File: src/rtl/asu_pkg.sv
package asu_pkg;

  typedef struct packed {
    logic n;
    logic z;
    logic v;
    logic c;
  } asu_flags_t;

endpackage

File: src/rtl/asu_rst_sync.sv
module asu_rst_sync #(
  parameter int STAGES = 2
) (
  input  logic clk,
  input  logic arst_n,
  output logic srst_n
);
  logic [STAGES-1:0] chain_q;

  always_ff @(posedge clk or negedge arst_n) begin
    if (!arst_n) chain_q <= '0;
    else         chain_q <= {chain_q[STAGES-2:0], 1'b1};
  end

  assign srst_n = chain_q[STAGES-1];
endmodule

File: src/rtl/asu_count_decode.sv
module asu_count_decode #(
  parameter int CNT_W = 6
) (
  input  logic [CNT_W-1:0] field,
  output logic             go_left,
  output logic [CNT_W-1:0] magnitude
);
  always_comb begin
    go_left   = ~field[CNT_W-1];
    magnitude = go_left ? field : (~field + 1'b1);
  end
endmodule

File: src/rtl/asu_step.sv
module asu_step #(
  parameter int W = 16
) (
  input  logic         pair_mode,
  input  logic         go_left,
  input  logic [W-1:0] hi_in,
  input  logic [W-1:0] lo_in,
  output logic [W-1:0] hi_out,
  output logic [W-1:0] lo_out,
  output logic         bit_out,
  output logic         sign_flip
);
  always_comb begin
    hi_out    = hi_in;
    lo_out    = lo_in;
    bit_out   = 1'b0;
    sign_flip = 1'b0;
    if (go_left) begin
      bit_out   = hi_in[W-1];
      sign_flip = hi_in[W-1] ^ hi_in[W-2];
      if (pair_mode) begin
        hi_out = {hi_in[W-2:0], lo_in[W-1]};
        lo_out = {lo_in[W-2:0], 1'b0};
      end else begin
        hi_out = {hi_in[W-2:0], 1'b0};
      end
    end else begin
      hi_out = {hi_in[W-1], hi_in[W-1:1]};
      if (pair_mode) begin
        lo_out  = {hi_in[0], lo_in[W-1:1]};
        bit_out = lo_in[0];
      end else begin
        bit_out = hi_in[0];
      end
    end
  end
endmodule

File: src/rtl/asu_writeback.sv
module asu_writeback #(
  parameter int W = 16
) (
  input  logic         pair_mode,
  input  logic         odd_idx,
  input  logic [W-1:0] hi_val,
  input  logic [W-1:0] lo_val,
  output logic [W-1:0] main_word,
  output logic [W-1:0] pair_word,
  output logic         pair_en,
  output logic         neg,
  output logic         zero
);
  always_comb begin
    neg       = hi_val[W-1];
    zero      = pair_mode ? ((hi_val == '0) && (lo_val == '0)) : (hi_val == '0);
    main_word = (pair_mode && odd_idx) ? lo_val : hi_val;
    pair_word = lo_val;
    pair_en   = pair_mode & ~odd_idx;
  end
endmodule

File: src/rtl/arith_shift_unit.sv
module arith_shift_unit #(
  parameter int W     = 16,
  parameter int CNT_W = 6
) (
  input  logic             clk,
  input  logic             rst_n,
  input  logic             start,
  input  logic             combined,
  input  logic             odd_reg,
  input  logic [CNT_W-1:0] shift_field,
  input  logic [W-1:0]     word_hi,
  input  logic [W-1:0]     word_lo,
  output logic [W-1:0]     res_main,
  output logic [W-1:0]     res_pair,
  output logic             pair_wr,
  output logic             flag_n,
  output logic             flag_z,
  output logic             flag_v,
  output logic             flag_c,
  output logic             done
);
  import asu_pkg::*;

  logic srst_n;

  asu_rst_sync #(.STAGES(2)) u_rst (
    .clk    (clk),
    .arst_n (rst_n),
    .srst_n (srst_n)
  );

  // Operation state
  logic             busy_q, busy_d;
  logic [CNT_W-1:0] cnt_q, cnt_d;
  logic [W-1:0]     hi_q, hi_d, lo_q, lo_d;
  logic             comb_q, comb_d, odd_q, odd_d, left_q, left_d;
  logic             c_q, c_d, v_q, v_d;
  logic             done_q, done_d;

  // Result holding registers
  logic             out_en;
  logic [W-1:0]     main_q, main_d, pair_q, pair_d;
  logic             pwr_q, pwr_d;
  asu_flags_t       flg_q, flg_d;

  // Decoded count
  logic             dec_left;
  logic [CNT_W-1:0] dec_mag;

  asu_count_decode #(.CNT_W(CNT_W)) u_dec (
    .field     (shift_field),
    .go_left   (dec_left),
    .magnitude (dec_mag)
  );

  // One-bit shift step
  logic [W-1:0] st_hi, st_lo;
  logic         st_out, st_flip;

  asu_step #(.W(W)) u_step (
    .pair_mode (comb_q),
    .go_left   (left_q),
    .hi_in     (hi_q),
    .lo_in     (lo_q),
    .hi_out    (st_hi),
    .lo_out    (st_lo),
    .bit_out   (st_out),
    .sign_flip (st_flip)
  );

  // Write-back selection and N/Z
  logic [W-1:0] wb_main, wb_pair;
  logic         wb_en, wb_n, wb_z;

  asu_writeback #(.W(W)) u_wb (
    .pair_mode (comb_q),
    .odd_idx   (odd_q),
    .hi_val    (hi_q),
    .lo_val    (lo_q),
    .main_word (wb_main),
    .pair_word (wb_pair),
    .pair_en   (wb_en),
    .neg       (wb_n),
    .zero      (wb_z)
  );

  logic accept, stepping, finishing;

  always_comb begin
    accept    = ~busy_q & start;
    stepping  = busy_q & (cnt_q != '0);
    finishing = busy_q & (cnt_q == '0);

    busy_d = busy_q;
    cnt_d  = cnt_q;
    hi_d   = hi_q;
    lo_d   = lo_q;
    comb_d = comb_q;
    odd_d  = odd_q;
    left_d = left_q;
    c_d    = c_q;
    v_d    = v_q;
    done_d = 1'b0;

    if (accept) begin
      busy_d = 1'b1;
      cnt_d  = dec_mag;
      hi_d   = word_hi;
      lo_d   = combined ? word_lo : '0;
      comb_d = combined;
      odd_d  = odd_reg;
      left_d = dec_left;
      c_d    = 1'b0;
      v_d    = 1'b0;
    end else if (stepping) begin
      cnt_d = cnt_q - 1'b1;
      hi_d  = st_hi;
      lo_d  = st_lo;
      c_d   = st_out;
      v_d   = v_q | st_flip;
    end else if (finishing) begin
      busy_d = 1'b0;
      done_d = 1'b1;
    end

    out_en = finishing;
    main_d = wb_main;
    pair_d = wb_pair;
    pwr_d  = wb_en;
    flg_d  = '{n: wb_n, z: wb_z, v: v_q, c: c_q};
  end

  always_ff @(posedge clk or negedge srst_n) begin
    if (!srst_n) begin
      busy_q <= 1'b0;
      cnt_q  <= '0;
      hi_q   <= '0;
      lo_q   <= '0;
      comb_q <= 1'b0;
      odd_q  <= 1'b0;
      left_q <= 1'b0;
      c_q    <= 1'b0;
      v_q    <= 1'b0;
      done_q <= 1'b0;
    end else begin
      busy_q <= busy_d;
      cnt_q  <= cnt_d;
      hi_q   <= hi_d;
      lo_q   <= lo_d;
      comb_q <= comb_d;
      odd_q  <= odd_d;
      left_q <= left_d;
      c_q    <= c_d;
      v_q    <= v_d;
      done_q <= done_d;
    end
  end

  always_ff @(posedge clk or negedge srst_n) begin
    if (!srst_n) begin
      main_q <= '0;
      pair_q <= '0;
      pwr_q  <= 1'b0;
      flg_q  <= '0;
    end else if (out_en) begin
      main_q <= main_d;
      pair_q <= pair_d;
      pwr_q  <= pwr_d;
      flg_q  <= flg_d;
    end
  end

  assign res_main = main_q;
  assign res_pair = pair_q;
  assign pair_wr  = pwr_q;
  assign flag_n   = flg_q.n;
  assign flag_z   = flg_q.z;
  assign flag_v   = flg_q.v;
  assign flag_c   = flg_q.c;
  assign done     = done_q;

  // completion is a single-cycle pulse
  a_r10_done_pulse: assert property (@(posedge clk) disable iff (!srst_n)
    done_q |=> !done_q);

  // the step counter falls by exactly one per shifting cycle
  a_r10_count_down: assert property (@(posedge clk) disable iff (!srst_n)
    (busy_q && cnt_q != '0) |=> (cnt_q == $past(cnt_q) - 1'b1));

  // once a sign change is seen, V stays set for the operation
  a_r5_v_sticky: assert property (@(posedge clk) disable iff (!srst_n)
    (busy_q && v_q) |=> v_q);

  // a zero count finishes after one edge with C and V clear
  a_r4_zero_clears: assert property (@(posedge clk) disable iff (!srst_n)
    (!busy_q && start && dec_mag == '0) |=> ##1 (done_q && !flag_c && !flag_v));

  // mode and direction cannot change mid-operation
  a_r11_ignore_start: assert property (@(posedge clk) disable iff (!srst_n)
    (busy_q && cnt_q != '0) |=> ($stable(comb_q) && $stable(left_q) && busy_q));

endmodule

File: config.mk
export PLATFORM = sky130hd
export DESIGN_NAME = arith_shift_unit
export DESIGN_NICKNAME = d
export VERILOG_FILES = /design/src/rtl/asu_pkg.sv /design/src/rtl/asu_rst_sync.sv /design/src/rtl/asu_count_decode.sv /design/src/rtl/asu_step.sv /design/src/rtl/asu_writeback.sv /design/src/rtl/arith_shift_unit.sv
export SDC_FILE = /design/constraint.sdc
export NUM_CORES = 1
export LEC_CHECK = 0
export BUFFER_PORTS_ARGS = -buffer_cell sky130_fd_sc_hd__buf_2
export CAP_MARGIN = 20
export CORE_MARGIN = 5
export CORE_UTILIZATION = 51
export CTS_CLUSTER_DIAMETER = 150
export CTS_CLUSTER_SIZE = 28
export DETAILED_ROUTE_END_ITERATION = 6
export PLACE_DENSITY = 0.74
export SYNTH_ARGS = -nofsm -noshare
export SYNTH_HDL_FRONTEND = slang
export SYNTH_SLANG_ARGS = --single-unit
File: constraint.sdc
create_clock -name clk -period 5.07 [get_ports clk]
set_input_delay 0.507 -clock clk [delete_from_list [all_inputs] [get_ports clk]]
set_output_delay 0.507 -clock clk [all_outputs]
set_load 0.05 [all_outputs]
# Word-level counts from Yosys, hierarchy flattened
# Cells that the tools add are included.
[totals]
register_bits = 84
latch_bits = 0
ramBits = 0
rom_bits = 0
input_bits = 43
output_inout_bits = 38
word_cells = 73
n_memories = 0
[op_classes]
n_addsub = 2
multipliers = 0
div = 0
magnitude_cmp = 0
n_eq_ne = 1
shifts = 0
n_mux = 28
bitwise_logic = 10
n_reduce_logical = 13
[op_table]
columns = ["operator", "count"]
rows = [
  ["16-bit 2-to-1 mux", 10],
  ["16-bit zero test", 2],
  ["6-bit 2-to-1 mux", 3],
  ["1-bit 2-to-1 mux", 15],
  ["2-bit nonzero test", 4],
  ["6-bit by 1-bit adder with 6-bit output (second input constant)", 1],
  ["6-bit zero test", 1],
  ["6-bit inverter", 1],
  ["2-bit AND reduction", 3],
  ["6-bit nonzero test", 1],
  ["6-bit by 1-bit subtractor with 6-bit output (second input constant)", 1],
  ["1-bit AND", 4],
  ["1-bit inverter", 3],
  ["1-bit logical AND", 2],
  ["2-bit != test (second input constant)", 1],
  ["1-bit bitwise OR", 1],
  ["1-bit bitwise XOR", 1],
]

# Logic depth before layout (Yosys ltp)
# Gate-level depths: netlist of run 1.
[depth]
ltp_word = 5
depth_mapped = 8
ltp_nobuf = 6

# Cells and area by module
# From an unflattened synthesis of run 1, not the netlist that was laid out.
[unflattened]
hier_cells = 506
area_unflattened_um2 = 5091.1
[by_module_without_submodules]
columns = ["module", "n_inst", "cells_each", "area_each_um2", "seq_area_each_um2"]
rows = [
  ["arith_shift_unit", 1, 356, 3876.2, 2052.0],
  ["asu_step", 1, 82, 589.3, 0.0],
  ["asu_writeback", 1, 47, 450.4, 0.0],
  ["asu_count_decode", 1, 18, 121.4, 0.0],
  ["asu_rst_sync", 1, 3, 53.8, 50.0],
]

# Least setup slack after synthesis of run 1
# Ideal clock, no wire load.
[synth_path]
kind = "reg2reg"
from = "register cnt_q[0]"
to = "register lo_q[10]"
setup_time_ns = 0.125
t_arrival_ns = 1.795
required_time_ns = 4.945
setup_slack_ns = 3.150
path_stages_with_launch = 8
n_path_buf = 1
synth_period_minus_slack_ns = 1.920
path_cell_list = "dfrtp_1 inv_1 ha_1 nor2b_1 a21oi_4 a21oi_4 buf_8 mux2_4"
[synth_via]
elab_chain_cells = 4
[synth_rtl]
columns = ["element", "line_no", "rtl"]
rows = [
  ["start, declared", "arith_shift_unit.sv:34", "logic [CNT_W-1:0] cnt_q, cnt_d;"],
  ["start signal, assigned", "arith_shift_unit.sv:147", "cnt_q <= cnt_d;"],
  ["6-bit nonzero test", "arith_shift_unit.sv:91", "stepping = busy_q & (cnt_q != '0);"],
  ["1-bit AND", "arith_shift_unit.sv:91", ""],
  ["2-bit nonzero test (no source line)", "--", ""],
  ["2-bit AND reduction (no source line)", "--", ""],
  ["end signal, assigned", "arith_shift_unit.sv:149", "lo_q <= lo_d;"],
  ["end, declared", "arith_shift_unit.sv:35", "logic [W-1:0] hi_q, hi_d, lo_q, lo_d;"],
]
# Every way passes these cells.
# A chain may end at the register's enable or synchronous reset.

# Worst setup path after layout of run 1
[layout_path]
from = "register cnt_q[0]"
to = "register lo_q[2]"
# Same word-level chain as after synthesis.

==> results of run 1 <==
## critical path, stage by stage (launching register included)
cell,delay (ps)
dfrtp_1,420
inv_1,100
ha_1,200
nor2b_1,440
a21oi_4,220
a21oi_4,620
mux2_2,420
## final cells by class
type | count | area, um^2
repair buffers | 84 | 445
multi-input cells | 289 | 2110
fillers | 719 | 3240
flip-flops and latches | 84 | 2110
well taps | 105 | 131
clock inverters | 4 | 72.6
inverters | 12 | 45.0
clock buffers | 12 | 145
## state kept, by name (all words and copies together), names as in the netlist, 2 cells and up
| register | flops |
|---|---|
| hi_q | 16 |
| lo_q | 16 |
| res_main | 16 |
| res_pair | 16 |
| cnt_q | 6 |
| u_rst.chain_q | 2 |
## metal layers
| metal | track usage (%) | wire, um |
|---|---|---|
| met1 | 29.3 | 4670 |
| met2 | 34.1 | 5120 |
| met3 | 3.32 | 563 |
| met4 | 5.68 | 91 |
| met5 | 0 | 0 |
## metrics by stage
stage / total power, mW / hold WS [ps]
3_3_place_gp: 3.00 / 292
4_1_cts: 3.58 / 365
5_1_grt: 3.82 / 373
6_report: 3.58 / 312
2_1_floorplan: 2.66 / 211
3_5_place_dp: 3.06 / 294
## how the worst max path moves through the flow
stage                           from       end  slack (ps)  cells after the start
finish                      cnt_q[0]   lo_q[2]        2550                      6
global placement               start  lo_q[11]        2570                      4
global route                cnt_q[0]   lo_q[2]        2430                      6
detailed placement             start   lo_q[8]        2540                      4
CTS                         cnt_q[0]   lo_q[2]        2640                      6
floorplan           u_rst.chain_q[1]    busy_q        2560                      0
## synth_stat cells, drive strengths merged, types with 4 or more instances
library cell	instances
nor4	6
o31ai	4
nor3	11
o22ai	8
nand3	22
inv	12
clkbuf	16
nor2	19
nand2	32
mux2i	48
o211ai	6
mux2	41
ha	4
dfrtp	84
buf	15
a211oi	4
o21ai	53
a21oi	6
## logic make-up after synthesis
kind of cell	Yosys count	synth area share, %
compound gates	92	12.8
xor+xnor	3	0.597
fa+ha+maj	4	1.14
buf+inv	43	4.49
flops	84	47.8
mux	89	22.3
other cells	1	0.0852
simple gates	100	10.8
## what timing repair did
action                                  in CTS  in global routing
hold endpoints to repair                     2                  0
hold buffers                                 1                  0
endpoints found under the setup margin       0                  0
## where the power goes
group	total (mW)	internal [mW]	leakage (nW)	switching [mW]
sequential	1.32	0.961	1.06	0.356
combinational	1.74	0.689	1.35	1.05
clock	0.527	0.291	0.107	0.236
==> out/summary.txt, run 1 <==
RUN STATUS
--------------------------------------------------------------------------------
Outcome ........................................................... finished clean

DIE
--------------------------------------------------------------------------------
Starting density of the core ......................................        53.0%
Number of I/O pins ................................................           81
Die Footprint .....................................................   10600 um^2
Die Height ........................................................       103 um
Core Footprint ....................................................    8300 um^2
Row cnt ...........................................................           33
Die span in x .....................................................       103 um

LAYOUT
--------------------------------------------------------------------------------
Summed area of non-filler cells in the final layout ...............    5060 um^2
Syn-to-layout area delta ..........................................        15.0%
Share of the core filled with cells ...............................        61.0%
Share of cells above drive strength 1 .............................        30.3%
Number of diodes ..................................................            0
Final-stage net count .............................................          527
Most common library cell in the layout ignoring fill and taps .....      dfrtp_1
Filler-free cell count of the finished design .....................          590
Top library cells by usage in the layout, fill and taps aside ..... 83 x dfrtp_1, 80 x buf_2, 49 x o21ai_0

STA
--------------------------------------------------------------------------------
Fin Setup TNS .....................................................         0 ps
Number of setup violations in the final report ....................            0
Final max-slew violation count ....................................            0
Share of the clock period used by the worst path after layout .....        49.8%
Final min period ..................................................      2520 ps
Worst Slack Setup Final ...........................................      2550 ps
Setup repair after global routing missed its margin ...............           no
Clock skew after layout ...........................................      8.62 ps
Fmax ..............................................................      396 MHz
Worst-case headroom to the max-slew limit .........................        30.6%
Transition time at the pin with the least slew margin .............      1040 ps
Hold Fails Final Rpt ..............................................            0

SYNTH
--------------------------------------------------------------------------------
Post-synthesis register bit count .................................           84
Number of flops mapped to enable cells by yosys ...................            0
Yosys top cell by area ............................................      dfrtp_1
Synthesized net count .............................................          463
Number of cells produced by synthesis .............................          416
Post-Syn Area per Cell ............................................    10.6 um^2
Unique masters post-synth .........................................           46
Top post-synthesis cells by area .................................. dfrtp_1 48%, mux2i_1 11%, mux2_2 7.7%
Top_reg_cell synth ................................................      dfrtp_1
Number of warning messages in the yosys log .......................            0
Synth async-reset ratio ...........................................         100%
Fraction of synthesized cell area taken by the top area cell type .        47.8%
Combined area of all synthesized cells ............................    4400 um^2
Seq/Total Area, Yosys .............................................        47.8%

GLOBAL ROUTE
--------------------------------------------------------------------------------
Maximum number of pins on one net before global-route repair ......           83
Number of global-route vias before repair .........................         3375
Wire length of the first global-routing pass ......................     17300 um
All-Layer GR Usage ................................................        20.9%
Aggregate global routing overflow .................................            0
Initial antenna violation count ...................................            0

PWR
--------------------------------------------------------------------------------
Maximum vdd drop ..................................................     0.293 mV
Leakage dissipation ...............................................      2.52 nW
Power Density .....................................................  708 nW/um^2

ROUTE
--------------------------------------------------------------------------------
Number of vias per cell ...........................................         5.80
Total number of vias ..............................................         3420
1st-pass router iterations ........................................            4
Total wire length after detailed routing ..........................     10400 um
Initial detailed-routing violation count ..........................          252
# DRC .............................................................            0
Drt wl/cell .......................................................      17.7 um
Count of antenna-violating nets left after detailed routing .......            0

JOB
--------------------------------------------------------------------------------
Reported max-cap violation count ..................................            0

CRITICAL PATH
--------------------------------------------------------------------------------
Slack of the worst reg-to-reg path ................................      2550 ps
Worst-case reg-to-reg path depth ..................................            6
Critical register-to-register path endpoint .......................      lo_q[2]
Reg2reg start .....................................................     cnt_q[0]
Critical setup path kind ..........................................      reg2reg
Data required time at the worst endpoint ..........................      5310 ps
Critical Path Sink Type ...........................................         flop
Maximum net fanout on the critical path ...........................           16
Arrival time worst endpoint .......................................      2760 ps
Startpoint Class ..................................................         flop

PLACEMENT
--------------------------------------------------------------------------------
Placed Instances ..................................................          572
Placed cell areas .................................................    4810 um^2
Number of I/O port buffers ........................................           80
Post-DP HPWL ......................................................      7010 um
Placement Setup Slack .............................................      2540 ps
Placer Congestion .................................................        0.806

WORST HOLD PATH
--------------------------------------------------------------------------------
Type of the worst min-delay path ..................................    reg2async

CTS
--------------------------------------------------------------------------------
Maximum clock insertion buffer count ..............................            2
Clock slew at reported path FFs ...................................        80 ps
Post-CTS setup buffer count .......................................            0
Number of buffers added by the clock tree synthesis step ..........            9
Resized Gates After CTS ...........................................            0
Clock tree from TritonCTS .........................................         done
Root buffer selected by CTS .......................................     clkbuf_8
# clock sinks .....................................................           84
Clk_lat worst skew ................................................       340 ps
H-tree levels .....................................................            3

Power figures use the tool's default switching activity.
==> inputs of run 2 (changes only) <==
==> constraint.sdc (replaced) <==
create_clock -name clk -period 2.6 [get_ports clk]
set_input_delay 0.26 -clock clk [delete_from_list [all_inputs] [get_ports clk]]
set_output_delay 0.26 -clock clk [all_outputs]
set_load 0.05 [all_outputs]
==> run 2 against run 1 <==
Fmax increased by 18%. Cell area increased by 0.94%. Cell count increased by 0.85%. Combinational power increased by 98%. Largest power group unchanged.
==> out/summary.txt, run 2 (synthesized netlist as in run 1, its figures left out) <==
RUN STATUS
----------------------------------------------------------------------------
Outcome ....................................................... finished clean   unchanged

PLACEMENT
----------------------------------------------------------------------------
Placed Instances ..............................................          577   was 572
Post-DP HPWL ..................................................      7170 um   was 7010 um
Number of I/O port buffers ....................................           80   unchanged
Placer Congestion .............................................        0.829   was 0.806

CTS
----------------------------------------------------------------------------
Clk_lat worst skew ............................................       360 ps   was 340 ps
Clock tree from TritonCTS .....................................         done   unchanged
# clock sinks .................................................           84   unchanged
Resized Gates After CTS .......................................            0   unchanged
Root buffer selected by CTS ...................................     clkbuf_8   unchanged
H-tree levels .................................................            3   unchanged
Clock slew at reported path FFs ...............................        90 ps   was 80 ps
Number of buffers added by the clock tree synthesis step ......            9   unchanged
Maximum clock insertion buffer count ..........................            2   unchanged

LAYOUT
----------------------------------------------------------------------------
Share of the core filled with cells ...........................        61.5%   was 61.0%
Number of diodes ..............................................            0   unchanged
Final-stage net count .........................................          532   was 527
Share of cells above drive strength 1 .........................        31.4%   was 30.3%
Top library cells by usage in the layout, fill and taps aside . 83 x dfrtp_1, 80 x buf_2, 49 x o21ai_0   unchanged
Filler-free cell count of the finished design .................          595   was 590
Most common library cell in the layout ignoring fill and taps .      dfrtp_1   unchanged
Syn-to-layout area delta ......................................        16.0%   was 15.0%

CRITICAL PATH
----------------------------------------------------------------------------
Data required time at the worst endpoint ......................      2840 ps   was 5310 ps
Critical setup path kind ......................................      reg2reg   unchanged
Startpoint Class ..............................................         flop   unchanged
Maximum net fanout on the critical path .......................           16   unchanged
Critical Path Sink Type .......................................         flop   unchanged
Arrival time worst endpoint ...................................      2380 ps   was 2760 ps

PWR
----------------------------------------------------------------------------
Leakage dissipation ...........................................      2.55 nW   was 2.52 nW
Power Density ................................................. 1360 nW/um^2   was 708 nW/um^2
Maximum vdd drop ..............................................     0.729 mV   was 0.293 mV

DIE
----------------------------------------------------------------------------
Number of I/O pins ............................................           81   unchanged
Die Height ....................................................       103 um   unchanged
Die Footprint .................................................   10600 um^2   unchanged
Core Footprint ................................................    8300 um^2   unchanged
Row cnt .......................................................           33   unchanged
Starting density of the core ..................................        53.0%   unchanged
Die span in x .................................................       103 um   unchanged

ROUTE
----------------------------------------------------------------------------
1st-pass router iterations ....................................            4   unchanged
Total number of vias ..........................................         3434   was 3420
Detailed route wirelength on metal3 ...........................       523 um   was 563 um
Highest routed metal layer ....................................         met4   unchanged
Initial detailed-routing violation count ......................          207   was 252
# DRC .........................................................            0   unchanged
Total wire length after detailed routing ......................     10300 um   was 10400 um
Number of vias per cell .......................................         5.77   was 5.80
Met1 Routed Length ............................................      4800 um   was 4670 um
Count of antenna-violating nets left after detailed routing ...            0   unchanged
Routed wl met2 ................................................      4850 um   was 5120 um
Drt wl/cell ...................................................      17.4 um   was 17.7 um

STA
----------------------------------------------------------------------------
Transition time at the pin with the least slew margin .........       614 ps   was 1040 ps
Fmax ..........................................................      468 MHz   was 396 MHz
Hold Fails Final Rpt ..........................................            0   unchanged
Fin Setup TNS .................................................         0 ps   unchanged
Final max-slew violation count ................................            0   unchanged
Setup repair after global routing missed its margin ...........           no   unchanged
Clock skew after layout .......................................      13.7 ps   was 8.62 ps
Final min period ..............................................      2140 ps   was 2520 ps
Share of the clock period used by the worst path after layout .        82.2%   was 49.8%
Worst-case headroom to the max-slew limit .....................        59.1%   was 30.6%
Number of setup violations in the final report ................            0   unchanged

WORST HOLD PATH
----------------------------------------------------------------------------
Type of the worst min-delay path ..............................       in2reg   was reg2async

GLOBAL ROUTE
----------------------------------------------------------------------------
Aggregate global routing overflow .............................            0   unchanged
Number of global-route vias before repair .....................         3468   was 3375
Initial antenna violation count ...............................            0   unchanged
All-Layer GR Usage ............................................        20.9%   about the same
Wire length of the first global-routing pass ..................     17300 um   about the same
Maximum number of pins on one net before global-route repair ..           83   unchanged

JOB
----------------------------------------------------------------------------
Reported max-cap violation count ..............................            0   unchanged

==> run 2: changes by cell type in the layout (fill, tap and decap cells not counted) <==
| cell | previous run | this run |
|---|---|---|
| buf_4 | 2 | 6 |
| inv_6 | 0 | 2 |
| clkbuf_1 | 2 | 0 |
| buf_16 | 0 | 1 |
| bufinv_16 | 2 | 1 |
| clkinv_4 | 0 | 2 |
| clkinvlp_4 | 1 | 0 |
==> run 2: repair_timing <==
action	CTS	global route
hold endpoints to repair	2	0
hold buffers	1	0
setup buffers	0	0
==> run 2: cell type report <==
class	instances	area (um^2)
Timing Repair Buffer	89	503
Multi-Input combinational cell	289	2110
Tap cell	105	131
Clock inverter	6	70.1
Inverter	12	45.0
Sequential cell	84	2110
Clock buffer	10	138
Fill cell	688	3190
==> run 2: worst paths after layout <==
check / slack [ps] / to / cells past startpoint / from
hold reg to reg: 220 / cnt_q[2] / 0 / u_rst.chain_q[1]
setup / recovery: 460 / lo_q[4] / 7 / cnt_q[0]
hold / removal: 120 / odd_q / 3 / odd_reg
max in group asynchronous: 1760 / hi_q[15] / 1 / u_rst.chain_q[1]
setup reg to reg: 460 / lo_q[4] / 7 / cnt_q[0]
min in group asynchronous: 210 / u_rst.chain_q[1] / 2 / rst_n
==> run 2: through the flow <==
step	setup slack, ps	hold slack, ps	area (um^2)	power, mW
2_1_floorplan	87.2	-35.6	4400	5.18
3_3_place_gp	554	45.3	4860	5.89
3_5_place_dp	493	47.8	4860	6.00
4_1_cts	457	107	5080	6.99
5_1_grt	344	120	5110	7.44
6_report	462	118	5110	6.96
==> run 2: power breakdown <==
part / internal, mW / total (mW) / switching [mW]
clock network: 0.479 / 0.980 / 0.501
registers: 1.87 / 2.53 / 0.657
logic: 1.38 / 3.45 / 2.07
==> run 2: routing by layer <==
layer | up-vias | global-route usage [%]
li1 | 1626 | -
met4 | 0 | 7.27
met1 | 1700 | 29.5
met2 | 94 | 33.2
met5 | - | 0
met3 | 14 | 3.18
==> run 2: critical path, stage by stage (launching register included) <==
cell and delay, ps:
dfrtp_1 420, inv_1 90, ha_1 180, nor2b_1 390, a21oi_4 120, a21oi_4 160
buf_4 290, mux2_2 370
